$ cat src/rtl/fbs_pkg.sv
package fbs_pkg;
  localparam int REG_AW = 12;

  localparam logic [REG_AW-1:0] OFS_IRQ_EN    = 12'h004;
  localparam logic [REG_AW-1:0] OFS_IRQ_STS   = 12'h008;
  localparam logic [REG_AW-1:0] OFS_SOFT_RST  = 12'h00C;
  localparam logic [REG_AW-1:0] OFS_BANK_BASE = 12'h100;
  localparam logic [REG_AW-1:0] OFS_VALID     = 12'h148;
  localparam logic [REG_AW-1:0] OFS_BANK_STAT = 12'h14C;
  localparam logic [REG_AW-1:0] OFS_CAP_EN    = 12'h200;
  localparam logic [REG_AW-1:0] OFS_MOD_STAT  = 12'h254;

  // event bits sit side by side starting at this position
  localparam int EVT_LSB = 16;
  localparam int NEVT    = 2;
  localparam int ACT_BIT = 2;

  typedef enum int {
    EV_STOP  = 0,
    EV_FRAME = 1
  } evt_e;
endpackage

$ cat src/rtl/fbs_bank_store.sv
module fbs_bank_store #(
  parameter int NBANK      = 8,
  parameter int IW         = 3,
  parameter int ALIGN_BITS = 9,
  parameter int DW         = 32
) (
  input  logic            clk,
  input  logic            wr_en,
  input  logic            wr_hi,
  input  logic [IW-1:0]   wr_idx,
  input  logic [DW-1:0]   wr_data,
  input  logic [IW-1:0]   rd_idx_a,
  input  logic            rd_hi_a,
  output logic [DW-1:0]   rd_data_a,
  input  logic [IW-1:0]   rd_idx_b,
  output logic [2*DW-1:0] base_b
);
  localparam int LO_W = DW - ALIGN_BITS;

  logic [LO_W-1:0] lo_mem [NBANK];
  logic [DW-1:0]   hi_mem [NBANK];

  always_ff @(posedge clk) begin
    if (wr_en && !wr_hi) lo_mem[wr_idx] <= wr_data[DW-1:ALIGN_BITS];
    if (wr_en && wr_hi)  hi_mem[wr_idx] <= wr_data;
  end

  always_ff @(posedge clk) begin
    rd_data_a <= rd_hi_a ? hi_mem[rd_idx_a] : {lo_mem[rd_idx_a], {ALIGN_BITS{1'b0}}};
    base_b    <= {hi_mem[rd_idx_b], lo_mem[rd_idx_b], {ALIGN_BITS{1'b0}}};
  end
endmodule

$ cat src/rtl/fbs_bank_ptr.sv
module fbs_bank_ptr #(
  parameter int NBANK = 8,
  parameter int IW    = 3
) (
  input  logic             clk,
  input  logic             rst,
  input  logic             clr,
  input  logic             step,
  input  logic [NBANK-1:0] valid_mask,
  output logic [IW-1:0]    idx_q
);
  localparam logic [IW-1:0] LAST_IDX = IW'(NBANK - 1);

  logic [IW-1:0] idx_inc;
  logic [IW-1:0] idx_nxt;

  assign idx_inc = idx_q + 1'b1;

  always_comb begin
    if (idx_q == LAST_IDX)           idx_nxt = '0;
    else if (valid_mask[idx_inc])    idx_nxt = idx_inc;
    else                             idx_nxt = '0;
  end

  always_ff @(posedge clk) begin
    if (rst || clr)  idx_q <= '0;
    else if (step)   idx_q <= idx_nxt;
  end
endmodule

$ cat src/rtl/fbs_irq_ctrl.sv
module fbs_irq_ctrl #(
  parameter int NEVT = 2
) (
  input  logic            clk,
  input  logic            rst,
  input  logic            clr,
  input  logic [NEVT-1:0] evt_set,
  input  logic            w1c_en,
  input  logic [NEVT-1:0] w1c_mask,
  input  logic            en_we,
  input  logic [NEVT-1:0] en_wdata,
  output logic [NEVT-1:0] sts_q,
  output logic [NEVT-1:0] en_q,
  output logic            irq_q
);
  for (genvar i = 0; i < NEVT; i++) begin : g_evt
    always_ff @(posedge clk) begin
      if (rst || clr)                   sts_q[i] <= 1'b0;
      else if (evt_set[i])              sts_q[i] <= 1'b1;
      else if (w1c_en && w1c_mask[i])   sts_q[i] <= 1'b0;
    end
  end

  always_ff @(posedge clk) begin
    if (rst) begin
      en_q  <= '0;
      irq_q <= 1'b0;
    end else begin
      if (en_we) en_q <= en_wdata;
      irq_q <= |(sts_q & en_q);
    end
  end
endmodule

$ cat src/rtl/frame_bank_seq.sv
module frame_bank_seq
  import fbs_pkg::*;
#(
  parameter int NBANK      = 8,
  parameter int ALIGN_BITS = 9,
  parameter int DW         = 32
) (
  input  logic              clk,
  input  logic              rst,
  input  logic              bus_wr,
  input  logic              bus_rd,
  input  logic [REG_AW-1:0] bus_addr,
  input  logic [DW-1:0]     bus_wdata,
  output logic [DW-1:0]     bus_rdata,
  input  logic              frame_end_i,
  input  logic              dp_busy_i,
  output logic [2*DW-1:0]   dest_addr_o,
  output logic              cap_en_o,
  output logic              irq_o
);
  localparam int IW = (NBANK > 1) ? $clog2(NBANK) : 1;
  localparam logic [REG_AW-1:0] BANK_SPAN = REG_AW'(8 * NBANK);

  logic              cap_en_q;
  logic [NBANK-1:0]  mask_q;
  logic              act_q;
  logic              act_nxt;
  logic              rd_bank_q;
  logic [DW-1:0]     misc_q;
  logic [DW-1:0]     misc_val;
  logic [DW-1:0]     store_rd;
  logic [IW-1:0]     bank_idx;
  logic [NEVT-1:0]   irq_sts;
  logic [NEVT-1:0]   irq_en;
  logic [NEVT-1:0]   evt_set;
  logic [REG_AW-1:0] bank_off;
  logic              bank_hit;
  logic [IW-1:0]     bank_sel;
  logic              bank_hi;
  logic              step;
  logic              soft_clr;
  logic              wr_ien, wr_sts, wr_mask, wr_cap;

  // register decode
  assign bank_off = bus_addr - OFS_BANK_BASE;
  assign bank_hit = (bus_addr >= OFS_BANK_BASE) && (bank_off < BANK_SPAN) &&
                    (bank_off[1:0] == 2'b00);
  assign bank_sel = bank_off[IW+2:3];
  assign bank_hi  = bank_off[2];

  assign wr_ien   = bus_wr && (bus_addr == OFS_IRQ_EN);
  assign wr_sts   = bus_wr && (bus_addr == OFS_IRQ_STS);
  assign wr_mask  = bus_wr && (bus_addr == OFS_VALID);
  assign wr_cap   = bus_wr && (bus_addr == OFS_CAP_EN);
  assign soft_clr = bus_wr && (bus_addr == OFS_SOFT_RST) && bus_wdata[0];

  assign step    = frame_end_i && cap_en_q;
  assign act_nxt = cap_en_q || dp_busy_i;

  always_comb begin
    evt_set           = '0;
    evt_set[EV_FRAME] = step;
    evt_set[EV_STOP]  = act_q && !act_nxt;
  end

  fbs_bank_store #(
    .NBANK(NBANK), .IW(IW), .ALIGN_BITS(ALIGN_BITS), .DW(DW)
  ) u_store (
    .clk       (clk),
    .wr_en     (bus_wr && bank_hit),
    .wr_hi     (bank_hi),
    .wr_idx    (bank_sel),
    .wr_data   (bus_wdata),
    .rd_idx_a  (bank_sel),
    .rd_hi_a   (bank_hi),
    .rd_data_a (store_rd),
    .rd_idx_b  (bank_idx),
    .base_b    (dest_addr_o)
  );

  fbs_bank_ptr #(.NBANK(NBANK), .IW(IW)) u_ptr (
    .clk        (clk),
    .rst        (rst),
    .clr        (soft_clr),
    .step       (step),
    .valid_mask (mask_q),
    .idx_q      (bank_idx)
  );

  fbs_irq_ctrl #(.NEVT(NEVT)) u_irq (
    .clk      (clk),
    .rst      (rst),
    .clr      (soft_clr),
    .evt_set  (evt_set),
    .w1c_en   (wr_sts),
    .w1c_mask (bus_wdata[EVT_LSB +: NEVT]),
    .en_we    (wr_ien),
    .en_wdata (bus_wdata[EVT_LSB +: NEVT]),
    .sts_q    (irq_sts),
    .en_q     (irq_en),
    .irq_q    (irq_o)
  );

  // readback of the non-bank registers
  always_comb begin
    misc_val = '0;
    case (bus_addr)
      OFS_IRQ_EN:    misc_val[EVT_LSB +: NEVT] = irq_en;
      OFS_IRQ_STS:   misc_val[EVT_LSB +: NEVT] = irq_sts;
      OFS_VALID:     misc_val[NBANK-1:0]       = mask_q;
      OFS_BANK_STAT: misc_val[IW-1:0]          = bank_idx;
      OFS_CAP_EN:    misc_val[0]               = cap_en_q;
      OFS_MOD_STAT:  misc_val[ACT_BIT]         = act_q;
      default:       misc_val                  = '0;
    endcase
  end

  always_ff @(posedge clk) begin
    if (rst) begin
      cap_en_q  <= 1'b0;
      mask_q    <= '0;
      act_q     <= 1'b0;
      rd_bank_q <= 1'b0;
      misc_q    <= '0;
    end else begin
      if (wr_cap)  cap_en_q <= bus_wdata[0];
      if (wr_mask) mask_q   <= bus_wdata[NBANK-1:0];
      act_q <= act_nxt;
      if (bus_rd) begin
        rd_bank_q <= bank_hit;
        misc_q    <= bank_hit ? '0 : misc_val;
      end
    end
  end

  assign bus_rdata = rd_bank_q ? store_rd : misc_q;
  assign cap_en_o  = cap_en_q;
endmodule

$ cat config.mk
export PLATFORM = sky130hd
export DESIGN_NAME = frame_bank_seq
export DESIGN_NICKNAME = d
export VERILOG_FILES = /design/src/rtl/fbs_pkg.sv /design/src/rtl/fbs_bank_store.sv /design/src/rtl/fbs_bank_ptr.sv /design/src/rtl/fbs_irq_ctrl.sv /design/src/rtl/frame_bank_seq.sv
export SDC_FILE = /design/constraint.sdc
export NUM_CORES = 1
export LEC_CHECK = 0
export CORE_AREA = 3 3 248 250
export CTS_BUF_LIST = sky130_fd_sc_hd__clkbuf_2
export DETAILED_ROUTE_END_ITERATION = 8
export DIE_AREA = 0 0 251 253
export PLACE_DENSITY_LB_ADDON = 0.1
export SLEW_MARGIN = 20
export SYNTH_ARGS = -nofsm -noshare
export SYNTH_HDL_FRONTEND = slang
export SYNTH_SLANG_ARGS = --single-unit
$ cat constraint.sdc
create_clock -name clk -period 6.57 [get_ports clk]
set_input_delay 1.6425 -clock clk [delete_from_list [all_inputs] [get_ports clk]]
set_output_delay 1.6425 -clock clk [all_outputs]
set_load 0.05 [all_outputs]
==> results.yml, run 1 <==
flow_run:
  maxCapViolCount: 0
timing:
  setup_tns_ns: 0
  fin_ws_ns: 1.744
  timing.final.crit_share_pct: 73.46
  max_slew_margin_pct: 23.12
  rsz0062_at_grt: "false"
  finalHoldViolations: 0
  worst_clock_skew_ns: 0.08295
  post-route-min-period_ns: 4.826
  report.final.slew_viol_count: 0
  worst_pin_slew_ns: 1.153
  max_freq_mhz: 207.2
  finalSetupViolCount: 0
finish:
  multi_input_area_um2: 7729
  fillerInstances: 5240
  final_area_um2: 27340
  finalCoreUtilization_pct: 46.15
  final_layout_size_suffix_gt1_share_pct: 31.46
  seqCellArea_um2: 15550
  layout.cells.non_filler: 2554
  final_nets: 1716
  areaGrowthSynthToFinish_pct: 14.97
clock_tree:
  clk_path_buf_depth: 3
  cts.clk_slew.worst_paths_ns: 0.10
  cts-root-buf: "clkbuf_2"
  cts_buffers: 145
  htree_levels: 4
  clock_latency_ns: 1.30
  clkSinkCount: 556
  post_cts_resize_count: 0
  cts_tree: "built"
  cts_hold_buf: 0
  postCtsSetupBuffers: 0
logic_synthesis:
  synth.most_common_cell: "edfxtp_1"
  ys_seq_area_share_pct: 65.32
  synth_simple_gate_area_share_pct: 4.256
  ys_ff_latch: 556
  synth_area_leaders: "edfxtp_1, mux4_2, dfxtp_1, mux2_2, mux2i_1"
  syn-cell-area_um2: 23780
  syn_inst: 1438
  yosys-top-cells-count: "edfxtp_1, mux4_2, dfxtp_1"
  synth_xor_area_share_pct: 0
  synthDistinctLibCells: 69
  netlist.area_leader.share_pct: 55.56
  synth_mux_area_share_pct: 19.73
  yosysWarnings: 0
  async_reset_ff_share_pct: 0
  synth_adder_area_share_pct: 0.1052
  syn_avg_cell_area_um2: 16.54
  synth_top_family_by_area: "multiplexers"
  synth_compound_area_share_pct: 7.834
  synth_edf_count: 440
  yosysTopAreaCell: "edfxtp_1"
  ys.flop_type: "edfxtp_1"
global_routing:
  grt_pass1_vias: 15340
  grt_overflow: 0
  grt_start_max_net_pins: 88
  grt_pass1_wl_um: 107500
  antenna_found_initial: 2
  grt_usage_pct: 23.57
die:
  ioPinCount: 148
  core_area_um2: 59240
  die_x_um: 251
  start_util_pct: 40.15
  rows: 89
  die_h_um: 253
  dieArea_um2: 63500
routing:
  drc: 0
  vias: 15030
  wire_per_inst_um: 29.10
  postRouteAntennaNets: 0
  wl_um: 74310
  firstDrtPassIters: 6
  drt-initial-drc-count: 1367
  vias_per_cell: 5.883
power_and_ir_drop:
  p_leak_nw: 9.113
  ir_drop_mv: 0.1563
  power.density_nw_per_um2: 241.7
placed_design:
  dp_slack_ns: 1.679
  place_area_um2: 25990
  dp_hpwl_um: 44450
  gp_congestion: 0.8031
  placedCellCount: 2290
  io_buffers: 138
worst_setup_path:
  startpoint_type: "flop"
  path_max_fanout: 33
  critical_path_arrival_ns: 3.18
  endpoint_kind: "output port"
  cp_data_required_time_ns: 4.93
  crit_type: "flop to output port"
outcome:
  status: "complete, no violations"
hold_path:
  worstHoldPathType: "flop to flop"
==> registers in the layout, summed over array words and instances (netlist names) <==
| name | count |
|---|---|
| misc_q | 10 |
| u_store.rd_data_a | 32 |
| act_q | 1 |
| u_store.lo_mem | 184 |
| u_irq.en_q | 2 |
| rd_bank_q | 1 |
| u_irq.irq_q | 1 |
| u_ptr.idx_q | 3 |
| u_irq.sts_q | 2 |
| cap_en_o | 1 |
| mask_q | 8 |
| u_store.base_b | 55 |
| u_store.hi_mem | 256 |
==> final cells by class <==
cell class	count	area share, %
flip-flops and latches	556	56.87
clock buffers	227	4.155
clock inverters	33	0.7505
well taps	773	3.537
diodes	4	0.03661
repair buffers	184	6.329
inverters	4	0.05491
multi-input cells	773	28.27
==> worst max-delay path: stages (launching register included) <==
cell and delay, ns:
dfxtp_4 0.76, mux2_2 0.42, clkdlybuf4s50_1 0.71
==> final timing paths <==
kind | start | end | slack [ns] | cells past startpoint
max | rd_bank_q | bus_rdata[0] | 1.74 | 2
min reg2reg | misc_q[1] | misc_q[1] | 0.47 | 2
max reg2reg | u_ptr.idx_q[1] | u_store.base_b[46] | 3.75 | 3
min | misc_q[1] | misc_q[1] | 0.47 | 2
==> through the flow <==
stage	power (W)	hold slack, ns
2_1_floorplan	0.004076	0.4323
3_3_place_gp	0.004236	0.4522
6_report	0.006608	0.4659
5_1_grt	0.006916	0.4947
4_1_cts	0.006696	0.4704
3_5_place_dp	0.004236	0.4572
==> cell usage in the layout, fill, tap and decap left out, types with 7 or more instances in the layout <==
master / count
edfxtp_1: 440
clkbuf_2: 227
clkdlybuf4s50_1: 134
mux4_2: 124
dfxtp_1: 112
mux2_2: 110
a21oi_1: 68
mux2i_1: 62
nand2_1: 56
buf_4: 47
nor2_1: 42
o21ai_0: 39
a22oi_1: 37
a221oi_1: 29
clkinv_1: 28
and2_1: 26
a22o_1: 24
o211ai_1: 14
a31oi_1: 9
conb_1: 9
nor2_4: 8
nor2_2: 8
a221o_1: 8
nand3_1: 7
and3_1: 7
==> layer usage <==
metal | track usage (%) | routed length, um | vias up
met1 | 32.51 | 32430 | 7854
met5 | 0 | 0 | -
met3 | 6.009 | 5693 | 88
met2 | 37.36 | 35030 | 723
met4 | 6.531 | 1158 | 0
li1 | - | - | 6361
==> power by group <==
part	leakage [nW]	switching [W]	total (W)	internal, W
clock	1.04	0.00143	0.00245	0.00102
sequential	4.92	0.00000911	0.00381	0.00380
combinational	3.15	0.000234	0.000343	0.000109
total	9.11	0.00167	0.00661	0.00494
==> cells by family after synthesis <==
group / Yosys count
compound gates: 265
simple gates: 198
fa+ha+maj: 2
other cells: 1
buf+inv: 117
flops: 556
mux: 299
Note: power is estimated with default switching activity, not from simulation.
==> run 2: changes to the inputs <==
==> constraint.sdc (replaced) <==
create_clock -name clk -period 4.7 [get_ports clk]
set_input_delay 1.175 -clock clk [delete_from_list [all_inputs] [get_ports clk]]
set_output_delay 1.175 -clock clk [all_outputs]
set_load 0.05 [all_outputs]
==> results.yml, run 2 (synthesized netlist as in run 1, its figures left out) <==
timing:
  finalHoldViolations: 0
  post-route-min-period_ns: 4.301
  finalSetupViolCount: 0
  setup_tns_ns: 0
  whs_ns: 0.4721
  max_freq_mhz: 232.5
  worst_pin_slew_ns: 1.147
  worst_clock_skew_ns: 0.06015
  rsz0062_at_grt: "false"
  max_slew_margin_pct: 23.44
  report.final.slew_viol_count: 0
  timing.final.crit_share_pct: 91.52
worst_setup_path:
  regToRegStartpoint: "u_ptr.idx_q[1]"
  startpoint_type: "flop"
  critical_path_arrival_ns: 3.13
  cp_slowest_cell: "dfxtp_4"
  cp_data_required_time_ns: 3.52
  crit_type: "flop to output port"
  slowest_delay_ns: 0.77
  rrSetupSlack_ns: 2.17
  endpoint_kind: "output port"
  path_max_fanout: 33
  r2r_end: "u_ptr.idx_q[2]"
  reg2reg_depth: 6
  crit_chain: "mux2_2 -> clkdlybuf4s50_1"
clock_tree:
  clkSinkCount: 556
  cts_hold_buf: 0
  clk_path_buf_depth: 3
  cts_buffers: 147
  clock_latency_ns: 1.28
  cts-root-buf: "clkbuf_2"
  cts_tree: "built"
  cts.clk_slew.worst_paths_ns: 0.10
  htree_levels: 4
power_and_ir_drop:
  ir_drop_mv: 0.1895
  power.density_nw_per_um2: 337.3
  power_w: 0.009309
  p_leak_nw: 9.244
global_routing:
  grt_start_max_net_pins: 64
  grt_pass1_vias: 15850
  antenna_found_initial: 2
  grt_overflow: 0
  grt_usage_pct: 23.51
  grt_pass1_wl_um: 106800
finish:
  final_nets: 1735
  top_regs: "u_store.hi_mem (256), u_store.lo_mem (184), u_store.base_b (55)"
  largest_register_ffs: 256
  layout_common_cells: "edfxtp_1, clkbuf_2, clkdlybuf4s50_1"
  areaGrowthSynthToFinish_pct: 16.04
  final_common_cell: "edfxtp_1"
  final_layout_size_suffix_gt1_share_pct: 32.31
  regMostFlops: "u_store.hi_mem"
die:
  start_util_pct: 40.15
  dieArea_um2: 63500
  die_x_um: 251
  rows: 89
  core_area_um2: 59240
  ioPinCount: 148
  die_h_um: 253
routing:
  wl_um: 74320
  wire_per_inst_um: 28.87
  drt-initial-drc-count: 1344
  drc: 0
  postRouteAntennaNets: 0
  vias_per_cell: 5.848
  firstDrtPassIters: 7
  vias: 15050
placed_design:
  dp_hpwl_um: 44740
  io_buffers: 138
  gp_congestion: 0.8250
hold_path:
  hold_depth: 2
  holdPathEnd: "misc_q[1]"
  hold_start: "misc_q[1]"
  worstHoldPathType: "flop to flop"
flow_run:
  maxCapViolCount: 0
outcome:
  status: "complete, no violations"
==> run 2: cell types whose count changed in the layout (fill, tap and decap cells not counted), moves of 2 or more <==
cell,delta
buf_4,+10
buf_12,+7
clkinv_1,-3
inv_2,+3
clkbuf_2,-2
diode_2,+2
nor2b_2,+2
==> run 2: critical path, delay by kind of cell (launching register included) <==
kind	cells	cell delay [ns]
buffers and inverters	1	0.70
flip-flops	1	0.77
multiplexers	1	0.42
==> run 2: timing repair <==
action,CTS,global route
buffers inserted,0,0
resized for setup,1,0
setup endpoints to repair,32,0
==> run 2: routing by layer <==
layer,track usage [%],share of wire [%]
met1,31.12,43
met5,0,0
met4,9.780,2.3
met3,5.546,6.7
met2,37.55,48
==> run 2: stage by stage <==
stage	worst slack, ns	utilization, %	area, um2	cells
floorplan	0.5525	-	23820	1446
global placement	0.5654	44.24	26210	2307
detailed placement	0.5297	44.24	26210	2307
CTS	0.2111	46.56	27580	2568
global route	0.1837	46.58	27590	2572
finish	0.3986	46.58	27600	2574
==> run 2: layout make-up <==
class | count | area [um2]
inverters | 4 | 15.01
fillers | 5200 | 31640
multi-input cells | 773 | 7732
well taps | 773 | 967.2
clock buffers | 225 | 1126
repair buffers | 201 | 1946
diodes | 6 | 15.01
clock inverters | 36 | 246.5
flip-flops and latches | 556 | 15550
==> run 2: power breakdown <==
part / switching [W] / internal (W)
Sequential: 0.0000106 / 0.00532
Combinational: 0.000333 / 0.000158
Clock: 0.00201 / 0.00148
Total: 0.00235 / 0.00696
==> run 2: worst max-delay path by stage <==
stage / start / end
after floorplan: bus_addr[1] / u_store.lo_mem[3][0]
after global placement: bus_addr[1] / u_store.lo_mem[3][16]
after detailed placement: bus_addr[1] / u_store.lo_mem[3][21]
after CTS: rd_bank_q / bus_rdata[4]
after global routing: rd_bank_q / bus_rdata[3]
final: rd_bank_q / bus_rdata[4]
